File: src/rtl/eprom_rd_pkg.sv
package eprom_rd_pkg;
  typedef struct packed {
    logic accept;    // load request, start access
    logic capFirst;  // capture low byte, flip top address pin
    logic capFinal;  // capture result, release enables
  } ctlStrobe_t;
endpackage

File: src/rtl/eprom_rd_ctl.sv
module eprom_rd_ctl
  import eprom_rd_pkg::*;
#(
  parameter int ADDR_DLY  = 14,
  parameter int OE_DLY    = 7,
  parameter int FLOAT_DLY = 5
) (
  input  logic       clk,
  input  logic       rstN,
  input  logic       reqValid,
  input  logic       reqByteMode,
  input  logic       reqIdent,
  output logic       reqReady,
  output ctlStrobe_t strobe
);
  localparam int SAMPLE_DLY = (ADDR_DLY > OE_DLY) ? ADDR_DLY : OE_DLY;
  localparam int MAX_DLY    = (SAMPLE_DLY > FLOAT_DLY) ? SAMPLE_DLY : FLOAT_DLY;
  localparam int CNT_W      = $clog2(MAX_DLY + 1) + 1;

  typedef enum logic [1:0] {IDLE, FIRST, SECOND, RELEASE} state_t;

  state_t           state;
  logic [CNT_W-1:0] cnt;
  logic             byteMode;

  assign reqReady = (state == IDLE);

  always_comb begin
    strobe = '0;
    case (state)
      IDLE:    strobe.accept = reqValid;
      FIRST: begin
        if (cnt == CNT_W'(SAMPLE_DLY)) begin
          strobe.capFirst = byteMode;
          strobe.capFinal = !byteMode;
        end
      end
      SECOND:  strobe.capFinal = (cnt == CNT_W'(ADDR_DLY));
      default: strobe = '0;
    endcase
  end

  always_ff @(posedge clk) begin
    if (!rstN) begin
      state    <= IDLE;
      cnt      <= '0;
      byteMode <= 1'b0;
    end else begin
      case (state)
        IDLE: begin
          if (strobe.accept) begin
            state    <= FIRST;
            cnt      <= CNT_W'(1);
            byteMode <= reqByteMode && !reqIdent;
          end
        end
        FIRST: begin
          if (strobe.capFirst) begin
            state <= SECOND;
            cnt   <= CNT_W'(1);
          end else if (strobe.capFinal) begin
            state <= RELEASE;
            cnt   <= CNT_W'(1);
          end else begin
            cnt <= cnt + 1'b1;
          end
        end
        SECOND: begin
          if (strobe.capFinal) begin
            state <= RELEASE;
            cnt   <= CNT_W'(1);
          end else begin
            cnt <= cnt + 1'b1;
          end
        end
        default: begin
          if (cnt == CNT_W'(FLOAT_DLY)) state <= IDLE;
          else cnt <= cnt + 1'b1;
        end
      endcase
    end
  end
endmodule

File: src/rtl/eprom_rd_dp.sv
module eprom_rd_dp
  import eprom_rd_pkg::*;
#(
  parameter int ADDR_W = 20
) (
  input  logic              clk,
  input  logic              rstN,
  input  ctlStrobe_t        strobe,
  input  logic [ADDR_W-1:0] reqAddr,
  input  logic              reqByteMode,
  input  logic              reqIdent,
  input  logic [15:0]       memDataIn,
  output logic [ADDR_W-1:0] memAddr,
  output logic              memTopOut,
  output logic              memTopDrvEn,
  output logic              memWordSel,
  output logic              memIdSel,
  output logic              memCeN,
  output logic              memOeN,
  output logic              rspDone,
  output logic [15:0]       rspData
);
  logic [7:0]  loByte;
  logic [15:0] result;

  always_comb begin
    if (memIdSel)        result = {8'h00, memDataIn[7:0]};
    else if (!memWordSel) result = {memDataIn[7:0], loByte};
    else                 result = memDataIn;
  end

  always_ff @(posedge clk) begin
    if (!rstN) begin
      memAddr     <= '0;
      memTopOut   <= 1'b0;
      memTopDrvEn <= 1'b0;
      memWordSel  <= 1'b1;
      memIdSel    <= 1'b0;
      memCeN      <= 1'b1;
      memOeN      <= 1'b1;
      rspDone     <= 1'b0;
      rspData     <= '0;
      loByte      <= '0;
    end else begin
      rspDone <= 1'b0;
      if (strobe.accept) begin
        memIdSel    <= reqIdent;
        memWordSel  <= reqIdent || !reqByteMode;
        memTopDrvEn <= !reqIdent && reqByteMode;
        memTopOut   <= 1'b0;
        memAddr     <= reqIdent ? {{(ADDR_W-1){1'b0}}, reqAddr[0]} : reqAddr;
        memCeN      <= 1'b0;
        memOeN      <= 1'b0;
      end
      if (strobe.capFirst) begin
        loByte    <= memDataIn[7:0];
        memTopOut <= 1'b1;
      end
      if (strobe.capFinal) begin
        rspData <= result;
        rspDone <= 1'b1;
        memCeN  <= 1'b1;
        memOeN  <= 1'b1;
      end
    end
  end
endmodule

File: src/rtl/eprom_rd_ctrl.sv
module eprom_rd_ctrl
  import eprom_rd_pkg::*;
#(
  parameter int ADDR_W    = 20,
  parameter int ADDR_DLY  = 14,
  parameter int OE_DLY    = 7,
  parameter int FLOAT_DLY = 5
) (
  input  logic              clk,
  input  logic              rstN,
  input  logic              reqValid,
  output logic              reqReady,
  input  logic [ADDR_W-1:0] reqAddr,
  input  logic              reqByteMode,
  input  logic              reqIdent,
  output logic              rspDone,
  output logic [15:0]       rspData,
  output logic [ADDR_W-1:0] memAddr,
  output logic              memTopOut,
  output logic              memTopDrvEn,
  output logic              memWordSel,
  output logic              memIdSel,
  output logic              memCeN,
  output logic              memOeN,
  input  logic [15:0]       memDataIn
);
  ctlStrobe_t strobe;

  eprom_rd_ctl #(.ADDR_DLY(ADDR_DLY), .OE_DLY(OE_DLY), .FLOAT_DLY(FLOAT_DLY)) i_ctl (
    .clk(clk), .rstN(rstN), .reqValid(reqValid), .reqByteMode(reqByteMode),
    .reqIdent(reqIdent), .reqReady(reqReady), .strobe(strobe)
  );

  eprom_rd_dp #(.ADDR_W(ADDR_W)) i_dp (
    .clk(clk), .rstN(rstN), .strobe(strobe), .reqAddr(reqAddr),
    .reqByteMode(reqByteMode), .reqIdent(reqIdent), .memDataIn(memDataIn),
    .memAddr(memAddr), .memTopOut(memTopOut), .memTopDrvEn(memTopDrvEn),
    .memWordSel(memWordSel), .memIdSel(memIdSel), .memCeN(memCeN),
    .memOeN(memOeN), .rspDone(rspDone), .rspData(rspData)
  );
endmodule

File: config.mk
export PLATFORM = sky130hd
export DESIGN_NAME = eprom_rd_ctrl
export DESIGN_NICKNAME = d
export VERILOG_FILES = /design/src/rtl/eprom_rd_pkg.sv /design/src/rtl/eprom_rd_ctl.sv /design/src/rtl/eprom_rd_dp.sv /design/src/rtl/eprom_rd_ctrl.sv
export SDC_FILE = /design/constraint.sdc
export NUM_CORES = 1
export LEC_CHECK = 0
export BUFFER_PORTS_ARGS = -buffer_cell sky130_fd_sc_hd__buf_2
export CORE_ASPECT_RATIO = 1.25
export CORE_MARGIN = 2
export CORE_UTILIZATION = 40
export CTS_CLUSTER_DIAMETER = 150
export DETAILED_ROUTE_END_ITERATION = 12
export PLACE_DENSITY = 0.68
export SLEW_MARGIN = 20
export SYNTH_ARGS = -nofsm -noshare
export SYNTH_HDL_FRONTEND = slang
export SYNTH_HIERARCHICAL = 1
export SYNTH_SLANG_ARGS = --single-unit
File: constraint.sdc
create_clock -name clk -period 2.03 [get_ports clk]
set_input_delay 0.203 -clock clk [delete_from_list [all_inputs] [get_ports clk]]
set_output_delay 0.203 -clock clk [all_outputs]
set_load 0.01 [all_outputs]
==> results of run 1 <==
final timing paths:
path / start / endpoint / slack [ns] / depth (start not counted)
worst max-delay path: i_ctl/cnt[0]$_SDFFE_PN0P_ / i_dp/loByte[2]$_SDFFE_PN0P_ / 0.20 / 6
worst min-delay path: reqAddr[18] / i_dp/memAddr[18]$_SDFFE_PN0P_ / 0.14 / 3
worst max register to register: i_ctl/cnt[0]$_SDFFE_PN0P_ / i_dp/loByte[2]$_SDFFE_PN0P_ / 0.20 / 6
worst min register to register: i_dp/memAddr[12]$_SDFFE_PN0P_ / i_dp/memAddr[12]$_SDFFE_PN0P_ / 0.46 / 2
repair_timing:
action | in CTS | in global routing
setup endpoints to repair | 0 | 13
gates resized for setup | 0 | 1
hold buffers | 0 | 0
layer usage:
layer	vias up	wire [um]
met5	-	0
met4	0	99
met3	8	183
met2	41	3040
met1	1092	2910
li1	1173	-
layout make-up:
cell class                 count  area (sq um)  share of cell area, %
sequential                    58          1160                   33.7
timing repair buffer          91           473                   13.7
multi-input combinational    198          1440                   41.9
tap                           87           109                   3.16
clock buffer                  11           141                   4.10
clock inverter                 5          77.6                   2.25
inverter                      11          41.3                   1.20
sequential cells by signal (all words and copies together) (netlist names):
signal / flops
i_dp/loByte: 8
i_dp/memTopDrvEn: 1
i_dp/memWordSel: 1
i_dp/memTopOut: 1
i_ctl/state: 2
i_dp/memAddr: 20
i_ctl/byteMode: 1
i_dp/rspDone: 1
i_dp/memOeN: 1
i_dp/rspData: 16
i_dp/memIdSel: 1
i_ctl/cnt: 5
kinds of logic after synthesis:
group	count (synthesis)	synth area share (%)
and+or+nand+nor	92	22.0
DFF	58	42.4
AOI/OAI and AO/OA	81	20.8
adders and majority gates	7	3.20
buffers and inverters	30	5.02
muxes	18	6.58
synthesized netlist by cell type, types with 8 or more instances:
| master | n |
|---|---|
| dfxtp_1 | 58 |
| nand2b_1 | 23 |
| nand3b_1 | 22 |
| a21boi_0 | 18 |
| mux2i_1 | 18 |
| o21ai_0 | 18 |
| nor2b_1 | 14 |
| inv_1 | 11 |
| nand2_1 | 10 |
| o2bb2ai_1 | 9 |
| a31oi_1 | 8 |
| clkbuf_1 | 8 |
power by group:
part / total, mW / internal [mW] / switching (mW)
clock: 1.18 / 0.721 / 0.457
sequential: 1.20 / 1.17 / 0.0320
combinational: 0.304 / 0.145 / 0.159
worst max-delay path: stages (launching register included):
cell and delay, ns:
dfxtp_1 0.35, inv_1 0.09, ha_1 0.17, and4b_4 0.26, and3_1 0.54, mux2i_1 0.25
nor2b_1 0.06
metrics by stage:
step                instance area [sq um]  power [mW]  util, %  cells
floorplan                            2740        1.42        -    286
CTS                                  3440        2.71     52.1    461
global placement                     3230        1.53     48.8    445
finish                               3450        2.68     52.2    461
global route                         3450        2.80     52.2    461
detailed placement                   3230        1.53     48.8    445
==> results.md, run 1 <==
- Die footprint: between 7000 and 8000 sq um
- Share of layout cells above drive strength 1: about 32%
- Syn Inst Count: 286
- Total track usage: between 10% and 20%
- Clock period minus worst slack: ~1.8 ns
- Row cnt: 33
- Crit path launch type: register
- Synth Flop Type: dfxtp_1
- Synthesized flop and latch total: 58
- Sink Count: 58
- # DRC: 0
- Synthesized cell area: 2740 sq um
- Highest-count cells in the layout ignoring fill and taps: 84 x buf_2, 58 x dfxtp_1, 23 x nand2b_1
- Synthesized area per cell: about 9.6 sq um
- Pin count of the biggest net entering global routing: 30
- Async set-reset flop share out of synthesis: 0%
- # diodes: 0
- # IOs: 85
- Clock Tree Buf Depth: 2
- Cell Pwr Density: 778 nW/um^2
- Final Routed Wirelength: slightly above 6000 um
- CTS Buf Count: 9
- Final HPWL DP: approximately 4300 um
- Placeable Area: approximately 6600 sq um
- Post-CTS setup buffers: 0
- Final worst setup slack: around 0.20 ns
- Arr. time, crit path: 2.05 ns
- Initial core utilization: approximately two fifths
- Max VDD drop: 447 uV
- # H-tree levels: 3
- RSZ-0062 raised after global routing: no
- Post-synth EDFFs: 0
- Total of max-cap violations: 0
- Worst setup EP type: register
- Post-synth cell types: 42
- Commonest non-fill, non-tap cell in the layout: buf_2
- Top-area cell type share of the netlist area: 42.4%
- Critical path peak fanout: 9
- Antenna violations before repair: 0
- Final period util: 90.1%
- Synth-to-layout area growth: 25.8%
- Worst slew margin: 36.1%
- Status: completed
- Final Skew: ~0.0073 ns
- Final ANT Viol Nets: 0
- Nets: about 420
- Hold_ws: roughly 0.14 ns
- Setup Viol. Count Final: 0
- Height of the die: about 97 um
- Sum Neg Setup Slack: 0 ns
- Die W: 78.0 um
- Worst-Skew Late Latency: ~0.33 ns
- Upper clock frequency limit: ~0.55 GHz
- PortBufs: 84
- Vias in the first global route: roughly 2200
- Synth Net Count: around 330
- YS warnings: 6
- Actual slew at the worst max-slew pin: roughly 0.96 ns
- Vias per cell: between 5 and 6
- GPL Wtd Cong: 0.871
- Pre-CTS setup slack: around 0.13 ns
- Worst hold path type: primary input to register
- First-pass GRT wire length: 10300 um
- Final-layout fill cell count: approximately 650
- Clk slew on worst S/H paths: roughly 0.070 ns
- LEAKAGE: roughly 1.5 nW
- First-pass DRT Iterations: 4
- Total grt overflow: 0
- Vias: around 2300
- Worst EP required: around 2.3 ns
- Hold Fails Final Rpt: 0
- Max-slew violations: 0
- CTS tree: built
- Drt initial violations: about 160
- Grt met1 use: about a fifth
- Ranking of synthesized cells by area: dfxtp_1 42%, mux2i_1 6.6%, nand3b_1 6.0%, nand2b_1 5.3%, a21boi_0 4.9%
- Sequential fraction of the synthesis area: approximately 42%
- Clock Tree Root: clkbuf_8
- Drt wl/cell: 13.5 um
- GR peak layer: met2
- Crit Path Category: register to register
- Cell taking the most area after synthesis: dfxtp_1
- Met3 Resource Use GR: roughly 2.5%
- GR Util met2: around 28%
Note: power is estimated with default switching activity, not from simulation.
==> run 2: changes to the inputs <==
--- a/config.mk
+++ b/config.mk
@@ -5,6 +5,7 @@
 export SDC_FILE = /design/constraint.sdc
 export NUM_CORES = 1
 export LEC_CHECK = 0
+export ABC_CLOCK_PERIOD_IN_PS = 2100
 export BUFFER_PORTS_ARGS = -buffer_cell sky130_fd_sc_hd__buf_2
 export CORE_ASPECT_RATIO = 1.25
 export CORE_MARGIN = 2
==> constraint.sdc (replaced) <==
create_clock -name clk -period 2.1 [get_ports clk]
set_input_delay 0.21 -clock clk [delete_from_list [all_inputs] [get_ports clk]]
set_output_delay 0.21 -clock clk [all_outputs]
set_load 0.01 [all_outputs]
==> run 2 against run 1 <==
  * Die area did not move
  * Cell count did not move
  * Design area decreased by 0.62%
  * Critical path depth decreased by 1
  * Via count up 1.6%
  * Worst hold slack improved by 0.015 ns
  * Fmax down 0.98%
  * Routed wire length is 1.7% lower
  * Global-route usage grew 0.26 points
  * Largest power group unchanged
==> results.md, run 2 (same netlist as run 1, synthesis figures left out) <==
- PortBufs: 84
- Vias in the first global route: ~2200
- Sequential share of power: a little under half
- Clk slew on worst S/H paths: about 0.070 ns
- Regs by FF count: i_dp/memAddr: 20 flops, i_dp/rspData: 16 flops, i_dp/loByte: 8 flops
- Initial core utilization: between 40% and 50%
- Placeable Area: between 6000 and 7000 sq um
- Hold_ws: 0.154 ns
- Max-slew violations: 0
- Max VDD drop: between 400 and 500 uV
- First-pass GRT wire length: 10300 um
- Vias: around 2400
- Share of layout cells above drive strength 1: 31.8%
- Critical path peak fanout: 9
- Clock period minus worst slack: approximately 1.8 ns
- LEAKAGE: about 1.5 nW
- Tot Pwr: 2.48 mW
- Hold Fails Final Rpt: 0
- Max reg flops: 20
- Commonest non-fill, non-tap cell in the layout: buf_2
- Final Routed Wirelength: ~6100 um
- Hold-fix buffers at CTS: 0
- Upper clock frequency limit: approximately 0.54 GHz
- Met2 Routed Length: 3000 um
- Total of max-cap violations: 0
- Met3 wire len: between 200 and 300 um
- Worst slew margin: about two fifths
- # DRC: 0
- # H-tree levels: 3
- Drt initial violations: roughly 110
- Synth-to-layout area growth: 25.0%
- # diodes: 0
- Final Skew: between 0.007 and 0.008 ns
- GPL Wtd Cong: around 0.88
- Post-CTS setup buffers: 0
- Internal power: between 1.5 and 2 mW
- CTS tree: built
- Total grt overflow: 0
- Die footprint: between 7000 and 8000 sq um
- Uppermost layer routed: met4
- Crit Path Category: register to register
- Final core occ: around half
- Pin count of the biggest net entering global routing: 30
- Nets: between 400 and 500
- First-pass DRT Iterations: 4
- Routed metal-1 wirelength: 2740 um
- Highest-count cells in the layout ignoring fill and taps: 84 x buf_2, 58 x dfxtp_1, 23 x nand2b_1
- Clock share of power: 41.3%
- Final ANT Viol Nets: 0
- CTS Buf Count: 9
- Die W: just under 80 um
- Worst-Skew Late Latency: between 0.3 and 0.4 ns
- Sink Count: 58
- RSZ-0062 raised after global routing: no
- # IOs: 85
- Antenna violations before repair: 0
- Largest register by flop count: i_dp/memAddr
- Arr. time, crit path: 2.06 ns
- Final period util: 88.0%
- Worst EP required: between 2 and 2.5 ns
- Comb power frac: 11.8%
- Cell Pwr Density: between 700 and 800 nW/um^2
- Total track usage: approximately 17%
- Switching Fraction: 24.0%
- Clock Tree Buf Depth: 2
- Status: completed
- Setup Viol. Count Final: 0
- Crit path launch type: register
- Row cnt: 33
- Actual slew at the worst max-slew pin: 0.921 ns
- Worst hold path type: primary input to register
- Worst setup EP type: register
- Psw: 0.593 mW
- Sum Neg Setup Slack: 0 ns
- Vias per cell: between 5 and 6
- Final HPWL DP: approximately 4300 um
- Height of the die: around 97 um
- Clock Tree Root: clkbuf_8
- Drt wl/cell: 13.3 um
## run 2: worst paths after layout
path / from / endpoint / slack (ns) / cells after the start
setup / recovery: i_ctl/cnt[1]$_SDFFE_PN0P_ / i_dp/loByte[0]$_SDFFE_PN0P_ / 0.25 / 5
hold / removal: reqAddr[18] / i_dp/memAddr[18]$_SDFFE_PN0P_ / 0.15 / 3
setup reg to reg: i_ctl/cnt[1]$_SDFFE_PN0P_ / i_dp/loByte[0]$_SDFFE_PN0P_ / 0.25 / 5
hold reg to reg: i_dp/memAddr[12]$_SDFFE_PN0P_ / i_dp/memAddr[12]$_SDFFE_PN0P_ / 0.46 / 2
## run 2: layer usage
layer	vias to the layer above	global-route usage, %
li1	1178	-
met3	11	4.74
met4	0	8.48
met5	-	0
met2	49	29.0
met1	1113	20.9
## run 2: layout make-up
| cell class | count | area [sq um] |
|---|---|---|
| clock buffer | 14 | 163 |
| clock inverter | 2 | 35.0 |
| inverter | 11 | 41.3 |
| fill | 656 | 3180 |
| sequential | 58 | 1160 |
| timing repair buffer | 91 | 473 |
| multi-input combinational | 198 | 1440 |
| tap | 87 | 109 |
## run 2: power groups by stage
stage                     Combinational, mW  Clock (mW)  Sequential (mW)
after floorplan                       0.184           0             1.19
after global routing                  0.330        1.12             1.17
after detailed placement              0.295           0             1.19
after CTS                             0.297        1.06             1.16
after global placement                0.291           0             1.18
final                                 0.293        1.02             1.16
## run 2: repair_timing
| action | 4_1_cts | 5_1_grt |
|---|---|---|
| resized for setup | 0 | 1 |
| endpoints found under the setup margin | 0 | 14 |
| endpoints found under the hold margin | 0 | 0 |
## run 2: critical path: stages, from the launching register on
cell and delay [ns]:
dfxtp_1 0.40, ha_1 0.20, and4b_4 0.26, and3_1 0.55, mux2i_1 0.26, nor2b_1 0.06
## run 2: per-stage QoR
stage | instances | worst slack [ns] | area (sq um)
final | 461 | 0.252 | 3430
after global routing | 461 | 0.0714 | 3430
after CTS | 461 | 0.136 | 3420
after detailed placement | 445 | 0.139 | 3230
after global placement | 445 | 0.281 | 3230
after floorplan | 286 | 0.399 | 2740
==> run 3: changes to the inputs <==
--- a/config.mk
+++ b/config.mk
@@ -5,14 +5,16 @@
 export SDC_FILE = /design/constraint.sdc
 export NUM_CORES = 1
 export LEC_CHECK = 0
-export ABC_CLOCK_PERIOD_IN_PS = 2100
+export ABC_CLOCK_PERIOD_IN_PS = 1600
 export BUFFER_PORTS_ARGS = -buffer_cell sky130_fd_sc_hd__buf_2
 export CORE_ASPECT_RATIO = 1.25
 export CORE_MARGIN = 2
 export CORE_UTILIZATION = 40
 export CTS_CLUSTER_DIAMETER = 150
 export DETAILED_ROUTE_END_ITERATION = 12
-export PLACE_DENSITY = 0.68
+export PLACE_DENSITY = 0.7
+export RECOVER_POWER = 50
+export REMOVE_ABC_BUFFERS = 1
 export SLEW_MARGIN = 20
 export SYNTH_ARGS = -nofsm -noshare
 export SYNTH_HDL_FRONTEND = slang
==> constraint.sdc (replaced) <==
create_clock -name clk -period 1.6 [get_ports clk]
set_input_delay 0.16 -clock clk [delete_from_list [all_inputs] [get_ports clk]]
set_output_delay 0.16 -clock clk [all_outputs]
set_load 0.01 [all_outputs]
==> run 3 against run 2 <==
  * The run now ends with negative setup slack left
  * Sequential share of layout area shrank 2.6 points
  * Critical path type unchanged
  * Critical path depth grew 2
  * Via count grew 3.8%
  * Cell count grew 5.0%
  * First-iteration DRC count shrank 8.1%
  * Largest power group is now the clock network
  * Worst setup slack lost 0.29 ns
  * Core utilization grew 4.7 points
  * Combinational power grew 66%
==> results.md, run 3 (same netlist as run 1, synthesis figures left out) <==
- LEAKAGE: ~1.4 nW
- Final period util: 102%
- Comb power frac: roughly 14%
- Sequential share of power: a little over two fifths
- Worst slew margin: about 62%
- Critical path peak fanout: 3
- First-pass DRT Iterations: 4
- Hold Fails Final Rpt: 0
- Die W: 78.0 um
- RR Endpoint: i_ctl/state[0]$_SDFFE_PN0P_
- Worst setup EP type: register
- Final-layout fill cell count: roughly 630
- First-pass GRT wire length: ~11000 um
- # H-tree levels: 3
- Pre-CTS setup slack: -0.110 ns
- # DRC: 0
- Height of the die: between 90 and 100 um
- Clock Tree Root: clkbuf_8
- Synth-to-layout area growth: 36.3%
- Total grt overflow: 0
- Antenna violations before repair: 0
- Final HPWL DP: ~4600 um
- Initial core utilization: about two fifths
- Clock period minus worst slack: 1.64 ns
- Internal power: 2.68 mW
- Psw: ~0.87 mW
- Commonest non-fill, non-tap cell in the layout: dfxtp_1
- Max reg flops: 20
- Share of layout cells above drive strength 1: a little under a third
- Actual slew at the worst max-slew pin: around 0.56 ns
- Max-slew violations: 0
- Arr. time, crit path: between 1.5 and 2 ns
- Clock Tree Buf Depth: 2
- Drt initial violations: just over 100
- Upper clock frequency limit: around 0.61 GHz
- Hold_ws: between 0.09 and 0.1 ns
- Final ANT Viol Nets: 0
- Hold depth: 3
- Largest register by flop count: i_dp/memAddr
- Status: complete, but fails checks
- Total track usage: approximately 18%
- CTS Buf Count: 9
- FF-to-FF Start: i_ctl/cnt[0]$_SDFFE_PN0P_
- RSZ-0062 raised after global routing: yes
- Vias in the first global route: 2301
- Pin count of the biggest net entering global routing: 33
- Final core occ: a little under three fifths
- Worst-Skew Late Latency: approximately 0.33 ns
- Sink Count: slightly below 60
- Min-delay src: reqAddr[0]
- Highest-count cells in the layout ignoring fill and taps: 55 x dfxtp_1, 44 x buf_2, 42 x clkbuf_1
- Regs by FF count: i_dp/memAddr: 20 flops, i_dp/rspData: 16 flops, i_dp/loByte: 8 flops
- Crit Path Category: register to register
- Final Routed Wirelength: between 6000 and 7000 um
- PortBufs: 84
- Switching Fraction: between 20% and 30%
- Worst hold path type: primary input to register
- # diodes: 0
- Cell Pwr Density: around 950 nW/um^2
- Nets: 440
- Hold-fix buffers at CTS: 0
- Setup Viol. Count Final: 1
- FF-to-FF path depth: 7
- R2r setup slk: -0.04 ns
- Final Skew: 0.00467 ns
- Die footprint: 7530 sq um
- Placeable Area: 6610 sq um
- Worst EP required: approximately 1.9 ns
- Total of max-cap violations: 0
- Max VDD drop: around 630 uV
- Cell area after layout: between 3000 and 4000 sq um
- Clk slew on worst S/H paths: about 0.07 ns
- Vias per cell: between 5 and 6
- Hold Crit Endpoint: i_dp/memAddr[0]$_SDFFE_PN0P_
- Tot Pwr: around 3.6 mW
- Crit path launch type: register
- Drt wl/cell: around 14 um
- Vias: between 2000 and 2500
- Violated checks: negative setup slack
- Row cnt: 33
- Final worst setup slack: -0.0390 ns
- Clock share of power: roughly 43%
- DP Area: approximately 3400 sq um
- CTS tree: built
- GPL Wtd Cong: around 0.94
- # IOs: 85
run 3: routing by layer:
layer / track usage [%] / part of all wire (%)
met5: 0 / 0
met4: 7.89 / 1.5
met3: 4.28 / 4.5
met2: 31.5 / 50
met1: 21.8 / 44
run 3: cell type report:
cell class / instances / area (sq um) / share of cell area (%)
flip-flops and latches: 58 / 1170 / 31.3
inverters: 11 / 48.8 / 1.31
repair buffers: 114 / 614 / 16.4
clock inverters: 4 / 73.8 / 1.98
well taps: 87 / 109 / 2.91
clock buffers: 12 / 155 / 4.15
multi-input cells: 198 / 1570 / 41.9
run 3: what timing repair did:
action	in CTS	in global routing
pin swaps	5	10
buffers inserted	1	1
gates resized for setup	18	22
hold endpoints to repair	0	0
cloned	0	0
endpoints found under the setup margin	33	32
run 3: metrics by stage:
stage	cells	setup TNS, ns
global route	484	-0.236
global placement	466	-0.229
detailed placement	466	-1.53
floorplan	267	-11.42
finish	484	-0.0390
CTS	483	0
run 3: critical path: stages (launching register included):
cell	delay, ns
dfxtp_2	0.35
inv_2	0.06
ha_2	0.18
nand4_1	0.18
buf_4	0.22
o311ai_2	0.29
nand2_1	0.14
a21oi_2	0.14
run 3: worst max path at each step:
stage / startpoint / endpoint / slack, ns
after global routing: i_ctl/cnt[0]$_SDFFE_PN0P_ / i_ctl/state[0]$_SDFFE_PN0P_ / -0.11
after detailed placement: i_ctl/state[0]$_SDFFE_PN0P_ / i_ctl/cnt[2]$_SDFFE_PN0P_ / -0.11
after CTS: i_ctl/cnt[0]$_SDFFE_PN0P_ / i_dp/loByte[6]$_SDFFE_PN0P_ / 0.007
after floorplan: i_ctl/state[0]$_SDFFE_PN0P_ / i_dp/rspData[10]$_SDFFE_PN0P_ / -0.39
final: i_ctl/cnt[0]$_SDFFE_PN0P_ / i_ctl/state[0]$_SDFFE_PN0P_ / -0.04
after global placement: i_ctl/state[0]$_SDFFE_PN0P_ / i_ctl/cnt[2]$_SDFFE_PN0P_ / -0.06
run 3: power groups by stage:
stage / combinational [mW] / sequential, mW / clock [mW]
4_1_cts: 0.466 / 1.52 / 1.58
2_1_floorplan: 0.203 / 1.56 / 0
3_5_place_dp: 0.440 / 1.55 / 0
5_1_grt: 0.535 / 1.53 / 1.65
3_3_place_gp: 0.432 / 1.55 / 0
6_report: 0.486 / 1.52 / 1.54
